==> config.mk <==
export PLATFORM = sky130hd
export DESIGN_NAME = rxq_status_writer
export DESIGN_NICKNAME = d
export VERILOG_FILES = /design/src/rtl/rxq_pkg.sv /design/src/rtl/rxq_credit.sv /design/src/rtl/rxq_ring_ptr.sv /design/src/rtl/rxq_stat_enc.sv /design/src/rtl/rxq_status_writer.sv
export SDC_FILE = /design/constraint.sdc
export NUM_CORES = 1
export LEC_CHECK = 0
export BUFFER_PORTS_ARGS = -buffer_cell sky130_fd_sc_hd__buf_2
export CAP_MARGIN = 40
export CORE_MARGIN = 5
export CORE_UTILIZATION = 30
export CTS_BUF_LIST = sky130_fd_sc_hd__clkbuf_4 sky130_fd_sc_hd__clkbuf_8
export DETAILED_ROUTE_END_ITERATION = 7
export PLACE_DENSITY = 0.44
export SETUP_SLACK_MARGIN = 0.2
export SLEW_MARGIN = 20
export SYNTH_ARGS = -nofsm -noshare
export SYNTH_HDL_FRONTEND = slang
export SYNTH_SLANG_ARGS = --single-unit
==> constraint.sdc <==
create_clock -name clk -period 12.4 [get_ports clk]
set_clock_uncertainty 0.15 [all_clocks]
set_input_delay 0 -clock clk [delete_from_list [all_inputs] [get_ports clk]]
set_output_delay 0 -clock clk [all_outputs]
set_load 0.03 [all_outputs]
==> src/rtl/rxq_pkg.sv <==
// Shared encodings for the receive status ring writer.
// Assumes 32-bit status words with fixed field positions.
package rxq_pkg;
    localparam int FLEN_W    = 16;
    localparam int IDX_W     = 15;
    localparam int ERR_W     = 5;
    localparam int WORD_W    = 32;
    localparam int SLOT_SH   = 3;

    typedef enum logic [2:0] {
        SEL_DESC_BASE = 3'd0,
        SEL_DESC_LEN  = 3'd1,
        SEL_DESC_ENQ  = 3'd2,
        SEL_STAT_BASE = 3'd3,
        SEL_STAT_LEN  = 3'd4,
        SEL_STAT_ENQ  = 3'd5
    } cfg_sel_e;

    typedef enum logic [1:0] {
        ST_IDLE  = 2'd0,
        ST_WORD0 = 2'd1,
        ST_WORD1 = 2'd2
    } wr_state_e;
endpackage

==> src/rtl/rxq_credit.sv <==
// Free-entry credit counter for one ring.
// Software adds a count; hardware takes one per consumed entry.
// Assumes the caller never takes while the count is zero.
module rxq_credit #(
    parameter int CW = 8
) (
    input  logic          clk,
    input  logic          rst_n,
    input  logic          add_en,
    input  logic [CW-1:0] add_val,
    input  logic          take,
    output logic [CW-1:0] count,
    output logic          empty
);
    logic [CW-1:0] add_term;
    logic [CW-1:0] take_term;

    // Select the terms that apply this cycle.
    always_comb begin
        add_term  = add_en ? add_val : '0;
        take_term = take ? CW'(1) : '0;
    end

    // Update the count by enqueue minus consumption.
    always_ff @(posedge clk) begin
        if (!rst_n) count <= '0;
        else        count <= count + add_term - take_term;
    end

    assign empty = (count == '0);


    credit_underflow_chk: assert property (@(posedge clk) disable iff (!rst_n)
        take |-> (count != '0));
endmodule

==> src/rtl/rxq_ring_ptr.sv <==
// Base, length and current-address registers for one ring.
// The current address steps by STEP bytes and wraps to base at base+len.
// A base write also reloads the current address.
module rxq_ring_ptr #(
    parameter int AW   = 32,
    parameter int STEP = 8
) (
    input  logic          clk,
    input  logic          rst_n,
    input  logic          base_we,
    input  logic          len_we,
    input  logic [AW-1:0] wdata,
    input  logic          advance,
    output logic [AW-1:0] base,
    output logic [AW-1:0] cur
);
    logic [AW-1:0] len_q;
    logic [AW-1:0] stepped;
    logic [AW-1:0] limit;

    // Compute the next slot address and the ring end.
    always_comb begin
        stepped = cur + AW'(STEP);
        limit   = base + len_q;
    end

    // Hold the programmed base and byte length.
    always_ff @(posedge clk) begin
        if (!rst_n) begin
            base  <= '0;
            len_q <= '0;
        end else begin
            if (base_we) base  <= wdata;
            if (len_we)  len_q <= wdata;
        end
    end

    // Move the current address: reload, step or wrap.
    always_ff @(posedge clk) begin
        if (!rst_n)                cur <= '0;
        else if (base_we)          cur <= wdata;
        else if (advance) begin
            if (stepped >= limit)  cur <= base;
            else                   cur <= stepped;
        end
    end


    ring_step_chk: assert property (@(posedge clk) disable iff (!rst_n)
        (advance && !base_we && !len_we) |=>
            ((cur == base) || (cur == $past(cur) + AW'(STEP))));


    base_reload_chk: assert property (@(posedge clk) disable iff (!rst_n)
        base_we |=> (cur == base));
endmodule

==> src/rtl/rxq_stat_enc.sv <==
// Builds the two status words for one received frame.
// Purely combinational; field positions are fixed by the ring format.
module rxq_stat_enc
    import rxq_pkg::*;
#(
    parameter int MAX_LEN = 2044
) (
    input  logic [FLEN_W-1:0] len,
    input  logic [ERR_W-1:0]  err,
    input  logic              crc_incl,
    input  logic [IDX_W-1:0]  idx,
    output logic [WORD_W-1:0] word0,
    output logic [WORD_W-1:0] word1
);
    logic              too_long;
    logic [ERR_W-1:0]  err_all;

    // Fold the length limit into the extra-data flag.
    always_comb begin
        too_long   = (int'(len) > MAX_LEN);
        err_all    = err;
        err_all[1] = err[1] | too_long;
    end

    // Pack word 0: done, clean, end-of-frame, end-of-buffer, errors.
    always_comb begin
        word0        = '0;
        word0[31]    = 1'b1;
        word0[30]    = (err_all == '0);
        word0[29]    = 1'b1;
        word0[28]    = 1'b1;
        word0[20:16] = err_all;
        word0[15]    = crc_incl;
    end

    // Pack word 1: done, descriptor index, frame length.
    always_comb begin
        word1 = {1'b1, idx, len};
    end
endmodule

==> src/rtl/rxq_status_writer.sv <==
// Receive status ring writer.
// Tracks descriptor and status credits, accepts finished-frame reports,
// and writes a two-word status record per frame to the status ring.
// Assumes the memory port keeps no state between requests and that
// software does not reprogram a ring while records are in flight.
module rxq_status_writer
    import rxq_pkg::*;
#(
    parameter int AW       = 32,
    parameter int CREDIT_W = 8,
    parameter int MAX_LEN  = 2044,
    parameter int DROP_W   = 16
) (
    input  logic                clk,
    input  logic                rst_n,
    input  logic                cfg_we,
    input  logic [2:0]          cfg_sel,
    input  logic [AW-1:0]       cfg_wdata,
    input  logic                frm_valid,
    output logic                frm_ready,
    input  logic [FLEN_W-1:0]   frm_len,
    input  logic [ERR_W-1:0]    frm_err,
    input  logic                frm_crc_incl,
    output logic                mem_wvalid,
    input  logic                mem_wready,
    output logic [AW-1:0]       mem_waddr,
    output logic [WORD_W-1:0]   mem_wdata,
    output logic [AW-1:0]       desc_cur,
    output logic [AW-1:0]       stat_cur,
    output logic [CREDIT_W-1:0] desc_credit,
    output logic [CREDIT_W-1:0] stat_credit,
    output logic [DROP_W-1:0]   drop_cnt
);
    localparam int SLOT_BYTES = 1 << SLOT_SH;

    wr_state_e         state;
    logic              desc_empty, stat_empty, have_credit;
    logic              frm_acc, take, drop;
    logic [AW-1:0]     desc_base, stat_base, desc_off;
    logic [IDX_W-1:0]  desc_idx;
    logic [WORD_W-1:0] enc_w0, enc_w1, w0_q, w1_q;
    logic [AW-1:0]     addr_q;
    logic              stat_adv;
    logic              sel_dbase, sel_dlen, sel_denq;
    logic              sel_sbase, sel_slen, sel_senq;

    // Decode configuration writes.
    always_comb begin
        sel_dbase = cfg_we && (cfg_sel == SEL_DESC_BASE);
        sel_dlen  = cfg_we && (cfg_sel == SEL_DESC_LEN);
        sel_denq  = cfg_we && (cfg_sel == SEL_DESC_ENQ);
        sel_sbase = cfg_we && (cfg_sel == SEL_STAT_BASE);
        sel_slen  = cfg_we && (cfg_sel == SEL_STAT_LEN);
        sel_senq  = cfg_we && (cfg_sel == SEL_STAT_ENQ);
    end

    // Frame acceptance and the keep/drop decision.
    always_comb begin
        frm_ready   = (state == ST_IDLE);
        have_credit = !desc_empty && !stat_empty;
        frm_acc     = frm_valid && frm_ready;
        take        = frm_acc && have_credit;
        drop        = frm_acc && !have_credit;
        stat_adv    = (state == ST_WORD1) && mem_wready;
    end

    // Descriptor index from its offset within the ring.
    always_comb begin
        desc_off = desc_cur - desc_base;
        desc_idx = desc_off[SLOT_SH +: IDX_W];
    end

    rxq_credit #(.CW(CREDIT_W)) u_desc_credit (
        .clk(clk), .rst_n(rst_n),
        .add_en(sel_denq), .add_val(cfg_wdata[CREDIT_W-1:0]),
        .take(take), .count(desc_credit), .empty(desc_empty)
    );

    rxq_credit #(.CW(CREDIT_W)) u_stat_credit (
        .clk(clk), .rst_n(rst_n),
        .add_en(sel_senq), .add_val(cfg_wdata[CREDIT_W-1:0]),
        .take(take), .count(stat_credit), .empty(stat_empty)
    );

    rxq_ring_ptr #(.AW(AW), .STEP(SLOT_BYTES)) u_desc_ring (
        .clk(clk), .rst_n(rst_n),
        .base_we(sel_dbase), .len_we(sel_dlen), .wdata(cfg_wdata),
        .advance(take), .base(desc_base), .cur(desc_cur)
    );

    rxq_ring_ptr #(.AW(AW), .STEP(SLOT_BYTES)) u_stat_ring (
        .clk(clk), .rst_n(rst_n),
        .base_we(sel_sbase), .len_we(sel_slen), .wdata(cfg_wdata),
        .advance(stat_adv), .base(stat_base), .cur(stat_cur)
    );

    rxq_stat_enc #(.MAX_LEN(MAX_LEN)) u_enc (
        .len(frm_len), .err(frm_err), .crc_incl(frm_crc_incl),
        .idx(desc_idx), .word0(enc_w0), .word1(enc_w1)
    );

    // Sequence the two word writes of one record.
    always_ff @(posedge clk) begin
        if (!rst_n) begin
            state <= ST_IDLE;
            w0_q  <= '0;
            w1_q  <= '0;
            addr_q <= '0;
        end else begin
            case (state)
                ST_IDLE: if (take) begin
                    state  <= ST_WORD0;
                    w0_q   <= enc_w0;
                    w1_q   <= enc_w1;
                    addr_q <= stat_cur;
                end
                ST_WORD0: if (mem_wready) state <= ST_WORD1;
                ST_WORD1: if (mem_wready) state <= ST_IDLE;
                default:  state <= ST_IDLE;
            endcase
        end
    end

    // Count frames discarded for lack of credit.
    always_ff @(posedge clk) begin
        if (!rst_n)    drop_cnt <= '0;
        else if (drop) drop_cnt <= drop_cnt + DROP_W'(1);
    end

    // Drive the memory write port from the latched record.
    always_comb begin
        mem_wvalid = (state != ST_IDLE);
        mem_waddr  = (state == ST_WORD1) ? addr_q + AW'(4) : addr_q;
        mem_wdata  = (state == ST_WORD1) ? w1_q : w0_q;
    end


    wr_hold_chk: assert property (@(posedge clk) disable iff (!rst_n)
        (mem_wvalid && !mem_wready) |=>
            (mem_wvalid && $stable(mem_waddr) && $stable(mem_wdata)));


    drop_no_write_chk: assert property (@(posedge clk) disable iff (!rst_n)
        drop |=> (!mem_wvalid && (drop_cnt == $past(drop_cnt) + DROP_W'(1))));


    busy_not_ready_chk: assert property (@(posedge clk) disable iff (!rst_n)
        mem_wvalid |-> !frm_ready);


    clean_bit_chk: assert property (@(posedge clk) disable iff (!rst_n)
        (mem_wvalid && (state == ST_WORD0) && mem_wdata[30]) |->
            (mem_wdata[20:16] == '0));
endmodule

### After elaboration in Yosys (flattened, before gate mapping)

Cells that the tools add are included.

| storage, ports and cells | value |
|---|---|
| input port bits | 62 |
| output and inout port bits | 162 |
| register bits | 300 |

| cells by class | value |
|---|---|
| $lt $le $gt $ge | 3 |
| reduce and logical (&&, ||, !) cells | 24 |
| bitwise gates (word level) | 1 |
| eq/ne operators | 10 |
| $add $sub $neg | 11 |
| muxes and demuxes | 15 |

Operators with widths:

| kind | count |
|---|---|
| 32-bit two-way mux | 8 |
| 32-bit adder | 2 |
| 32-bit by 4-bit adder with 32-bit output (second input constant) | 2 |
| 32-bit greater-or-equal comparator | 2 |
| 32-bit by 3-bit adder with 32-bit output (second input constant) | 1 |
| 18-bit subtractor | 1 |
| 16-bit by 1-bit adder with 16-bit output (second input constant) | 1 |
| 8-bit adder | 2 |
| 16-bit by 11-bit greater-than comparator with 1-bit output (second input constant) | 1 |
| 8-bit zero test | 2 |
| 8-bit two-way mux | 2 |
| 1-bit logical AND | 11 |
| 8-bit by 1-bit subtractor with 8-bit output | 1 |
| 8-bit subtractor | 1 |
| 3-bit by 2-bit == test with 1-bit output (second input constant) | 2 |
| 3-bit == test (second input constant) | 2 |
| 2-bit two-way mux | 3 |
| 2-bit one-hot mux with 3 select lines | 1 |
| 2-bit nonzero test | 3 |
| 5-bit zero test | 1 |
| 2-bit inequality test (second input constant) | 2 |
| 3-bit by 1-bit == test with 1-bit output (second input constant) | 1 |
| 1-bit zero test | 3 |
| 3-bit zero test | 1 |
| 8 further kinds | 8 |

### Depth between registers and ports, before layout

| depth | value |
|---|---|
| depth after elaboration | 6 |
| mapped depth | 23 |
| gate-level depth less buffers | 22 |

### By module

From an unflattened synthesis, not the netlist that was laid out.

| second synthesis, totals | value |
|---|---|
| cell total of the unflattened synthesis | 2695 |
| area, all modules | 22148.7 um2 |

By module, submodules not included:

| module | area an instance (um2) | cells an instance | seq. area each (um2) | times used |
|---|---|---|---|---|
| rxq_ring_ptr at u_desc_ring | 6912.9 | 809 | 1921.8 | 1 |
| rxq_ring_ptr at u_stat_ring | 6816.5 | 756 | 1921.8 | 1 |
| rxq_status_writer | 6346.1 | 867 | 2282.2 | 1 |
| rxq_credit | 769.5 | 95 | 160.2 | 2 |
| rxq_stat_enc | 534.3 | 73 | 0.0 | 1 |

### Worst setup path before layout

No wires, ideal clock.

| timing path | value |
|---|---|
| path type | register to register |
| start | register u_desc_ring.base[12] |
| end | register u_desc_ring.cur[28] |
| buffers on the path | 1 |
| path slack | 7.821 ns |
| cell stages (with the launch flop) | 20 |
| library setup time | 0.132 ns |
| arrival | 4.297 ns |
| cells stage by stage | dfxtp_1 ha_1 a21o_1 a21o_1 a221oi_2 o21ai_1 a22o_1 o41a_1 o41ai_2 xor2_1 ha_1 a21o_1 a21o_1 a221oi_1 o221ai_1 a21oi_2 buf_2 o21ai_0 a2111oi_0 nor3_1 |

| on the way | value |
|---|---|
| longest elaborated chain between the ends | 5 |

RTL lines:

| item | line | RTL |
|---|---|---|
| start, declared | rxq_ring_ptr.sv:14 | `output logic [AW-1:0] base,` |
| start signal, assigned | rxq_ring_ptr.sv:33 | `if (base_we) base <= wdata;` |
| 32-bit adder | rxq_ring_ptr.sv:24 | `limit = base + len_q;` |
| 32-bit greater-or-equal comparator | rxq_ring_ptr.sv:43 | `if (stepped >= limit) cur <= base;` |
| 32-bit two-way mux | rxq_ring_ptr.sv:43 |  |
| 32-bit two-way mux | rxq_ring_ptr.sv:42 | `else if (advance) begin` |
| 32-bit two-way mux | rxq_ring_ptr.sv:41 | `else if (base_we) cur <= wdata;` |
| end signal, assigned | rxq_ring_ptr.sv:41 |  |
| end signal, assigned | rxq_ring_ptr.sv:43 |  |
| end signal, assigned | rxq_ring_ptr.sv:44 | `else cur <= stepped;` |
| end, declared | rxq_ring_ptr.sv:15 | `output logic [AW-1:0] cur` |

No other way between the ends. The select of a mux whose other input is x is not followed.
A chain may end at the register's enable or synchronous reset.

### Worst setup path after layout

| timing path | value |
|---|---|
| start | register u_desc_ring.base[1] |
| end | register u_desc_ring.cur[16] |

Same word-level chain as after synthesis.

==> impl_results.md <==
* FF-to-FF setup slack at 6.72 ns
* RSZ-0062 raised after global routing: no
* Setup crit end: u_desc_ring.cur[16]
* Overflow after GRT at 0
* DR vias/cell at 4.99
* Total I/O pin count at 224
* Yosys reg bits at 297
* Pwr dens at 162 nW/um2
* Final Max Tran Viols at 0
* Ratio of cells with drive above 1 in the final layout at 13.5%
* Min-Delay Path Class: in2reg
* Slowest stage delay, CP at 0.57 ns
* Max frequency at 176 MHz
* Critical Path Start Type: register
* Number of port buffers at 223
* Final Hold Fails at 0
* Ys async rst share at 0%
* EDFF count, synth at 0
* Detailed Route WL at 67400 um
* CTS root buffer: clkbuf_8
* Required @ worst endpoint at 12.85 ns
* Syn_nets at 2762
* CTS tree: done
* Synth cell types at 74
* Reg2reg end: u_desc_ring.cur[16]
* Antenna violations before repair at 3
* Setup TNS at 0 ns
* Crit. End Element: register
* Worst-skew pair later-pin latency at 0.67 ns
* Final setup viols at 0
* Mapped Cells at 2522
* Top FF cell, synth: dfxtp_1
* Final Power at 3.82 mW
* Routed Antenna Nets at 0
* Pre-Repair DR Iteration Count at 6
* Area growth from synthesis to layout at 23.5%
* Worst r2r src: u_desc_ring.base[1]
* GR Util All Layers at 18.8%
* Num CTS Buffers at 59
* Via count at 18.6k
* Mapped Area at 19100 um2
* Per-cell routed wire length at 18.1 um
* Hold path startpoint: cfg_wdata[26]
* H-tree depth at 2
* Routability Congestion at 0.843
* Crit path max fanout at 39
* Slew headroom at 44.2%
* Synth warnings at 0
* Starting Density at 30.3%
* Cells on worst reg2reg path at 19
* Min Tclk post-route at 5.68 ns
* P_leak at 10.1 nW
* Max-cap violations at 0
* CP startpoint: u_desc_ring.base[1]
* Crit path kind: reg2reg
* Starting DRT DRC Count at 1222
* Cell row count at 92
* Layout Nets at 3065
* Peak supply drop at 0.000149 V
* Seq/Total Area, Yosys at 31.1%
* CTS clk-pin slew, worst paths at 0.06 ns
* Critical-path top delay cell: buf_4
* Outcome: complete, no violations
* Number of global-route vias before repair at 18.1k
* Die Area at 68900 um2
* Mapped Avg Cell Area at 7.58 um2
* Largest net degree at the start of global routing at 127
* Die height at 262 um
* Clock Sinks at 297
* Die X-Extent at 262 um
* Worst Path Arrival at 6.13 ns
* Remaining DRCs at 0
* First-pass GRT wire length at 105000 um
* Core area at 63100 um2
* Crit-path cells: ha_1, a211oi_1, o211ai_1, a21oi_2, o21ai_1, a22o_1, o41a_1, o41ai_2, xor2_1, ha_1, a21o_1, a21o_1, a221oi_1, o221ai_1, a21oi_4, buf_4, mux2i_1, o32a_1, a21oi_1
* Worst-Margin Slew at 0.829 ns
* Hpwl dp at 48300 um
* Final period util at 45.8%
* CTS Buffer Depth at 3
[flip-flops by register name, indices dropped and copies added, names as in the netlist]
register             count
u_desc_credit.count      8
addr_q                  32
u_stat_ring.base        32
u_stat_ring.len_q       32
u_desc_ring.len_q       32
w1_q                    31
w0_q                     8
state                    2
u_stat_credit.count      8
drop_cnt                16
u_desc_ring.cur         32
u_desc_ring.base        32
u_stat_ring.cur         32
[how the worst min path moves through the flow]
stage / endpoint / cells after the start
3_5_place_dp: w0_q[15] / 3
4_1_cts: u_stat_ring.len_q[8] / 4
6_report: u_desc_ring.len_q[26] / 4
2_1_floorplan: w1_q[0] / 2
3_3_place_gp: w0_q[15] / 3
5_1_grt: u_desc_ring.len_q[26] / 4
[placed cells by master, fill, tap and decap left out, types with 7 or more instances in the layout]
master,n
nand3_1,64
o21a_1,14
o21ai_1,7
and2_1,33
a21oi_1,346
buf_4,18
nand2_1,583
buf_2,223
o21ai_0,74
o21bai_1,15
nand2b_1,19
nand4_1,32
xnor2_1,115
a21o_1,48
and3_1,19
nor2b_1,15
and4_1,10
ha_1,174
dfxtp_1,297
clkinv_2,8
clkbuf_8,78
nor4_1,10
nor3_1,20
dlygate4sd3_1,121
a31oi_1,18
o211ai_1,17
clkbuf_4,21
mux2i_1,44
xor2_1,65
o221ai_1,10
o22ai_1,9
inv_1,102
nor2_1,128
[per-stage QoR]
| step | utilization (%) | instances | setup WS, ns | instance area (um2) | hold slack [ns] |
|---|---|---|---|---|---|
| 2_1_floorplan | - | 2522 | 7.82 | 19100 | -0.0140 |
| 3_3_place_gp | 33.3 | 3483 | 6.80 | 21000 | 0.0940 |
| 3_5_place_dp | 33.3 | 3485 | 6.76 | 21000 | 0.0978 |
| 4_1_cts | 37.3 | 3715 | 6.72 | 23500 | 0.000690 |
| 5_1_grt | 37.4 | 3721 | 6.30 | 23600 | 0.0348 |
| 6_report | 37.4 | 3723 | 6.72 | 23600 | 0.0633 |
[logic make-up after synthesis]
logic type	count (synthesis)	synth area share, %
simple gates	962	22.1
compound gates	623	19.3
flops	297	31.1
buf+inv	230	4.67
xor+xnor	182	8.41
fa+ha+maj	178	11.8
mux	50	2.66
[area by class of cell]
type / instances / area, um2
diodes: 4 / 10.0
clock buffers: 99 / 1230
clock inverters: 10 / 56.3
fillers: 6712 / 39500
inverters: 104 / 398
multi-input cells: 1995 / 12300
flip-flops and latches: 297 / 5950
well taps: 846 / 1060
repair buffers: 368 / 2600
[synth_stat cells (3+ instances only)]
cell type	number	area share (%)
nand2_1	584	11
a21oi_1	346	9.1
dfxtp_1	297	31
ha_1	174	11
nor2_1	129	2.5
xnor2_1	115	5.3
clkbuf_1	106	2.1
inv_1	103	2.0
o21ai_0	74	1.9
nand3_1	65	1.7
xor2_1	65	3.0
a21o_1	48	1.9
mux2i_1	44	2.3
and2_1	33	1.1
nand4_1	32	1.0
nor3_1	21	0.55
and3_1	19	0.62
nand2b_1	19	0.62
a31oi_1	18	0.59
o211ai_1	17	0.67
nor2b_1	16	0.52
o21bai_1	15	0.59
o21a_1	14	0.55
and4_1	10	0.46
nor4_1	10	0.33
o221ai_1	10	0.46
o22ai_1	9	0.29
buf_2	8	0.21
buf_1	7	0.14
o21ai_1	7	0.18
a21boi_0	6	0.24
a221oi_1	6	0.27
mux2_2	6	0.35
or3_1	6	0.20
a211oi_1	5	0.20
a41oi_1	5	0.23
buf_4	5	0.20
a211o_1	4	0.18
fa_1	4	0.42
o2111ai_1	4	0.18
o211a_1	4	0.21
o32a_1	4	0.21
a2111oi_0	3	0.14
nor3b_1	3	0.12
[where the power goes]
part           switching, mW  internal [mW]
clock                  0.465          0.622
sequential             0.118           1.06
combinational          0.967          0.593
total                   1.55           2.27
[metal layers]
layer	vias up	GRT usage (%)	part of all wire (%)
met5	-	0	0
met4	0	4.78	2.1
met3	78	2.90	4.7
met2	407	29.5	44
met1	8775	27.0	49
li1	9312	-	-
[critical path, delay by kind of cell (launching register included)]
family	cells	cell delay [ns]
mux	1	0.16
xor+xnor	1	0.18
flops	1	0.33
buf+inv	1	0.57
compound gates	14	3.63
fa+ha+maj	2	0.58
[timing repair]
action / CTS / global route
endpoints found under the setup margin: 0 / 0
hold endpoints to repair: 258 / 0
setup buffers: 0 / 0
gates resized for setup: 0 / 0
hold buffers: 121 / 0
(Power assumes the default switching activity.)
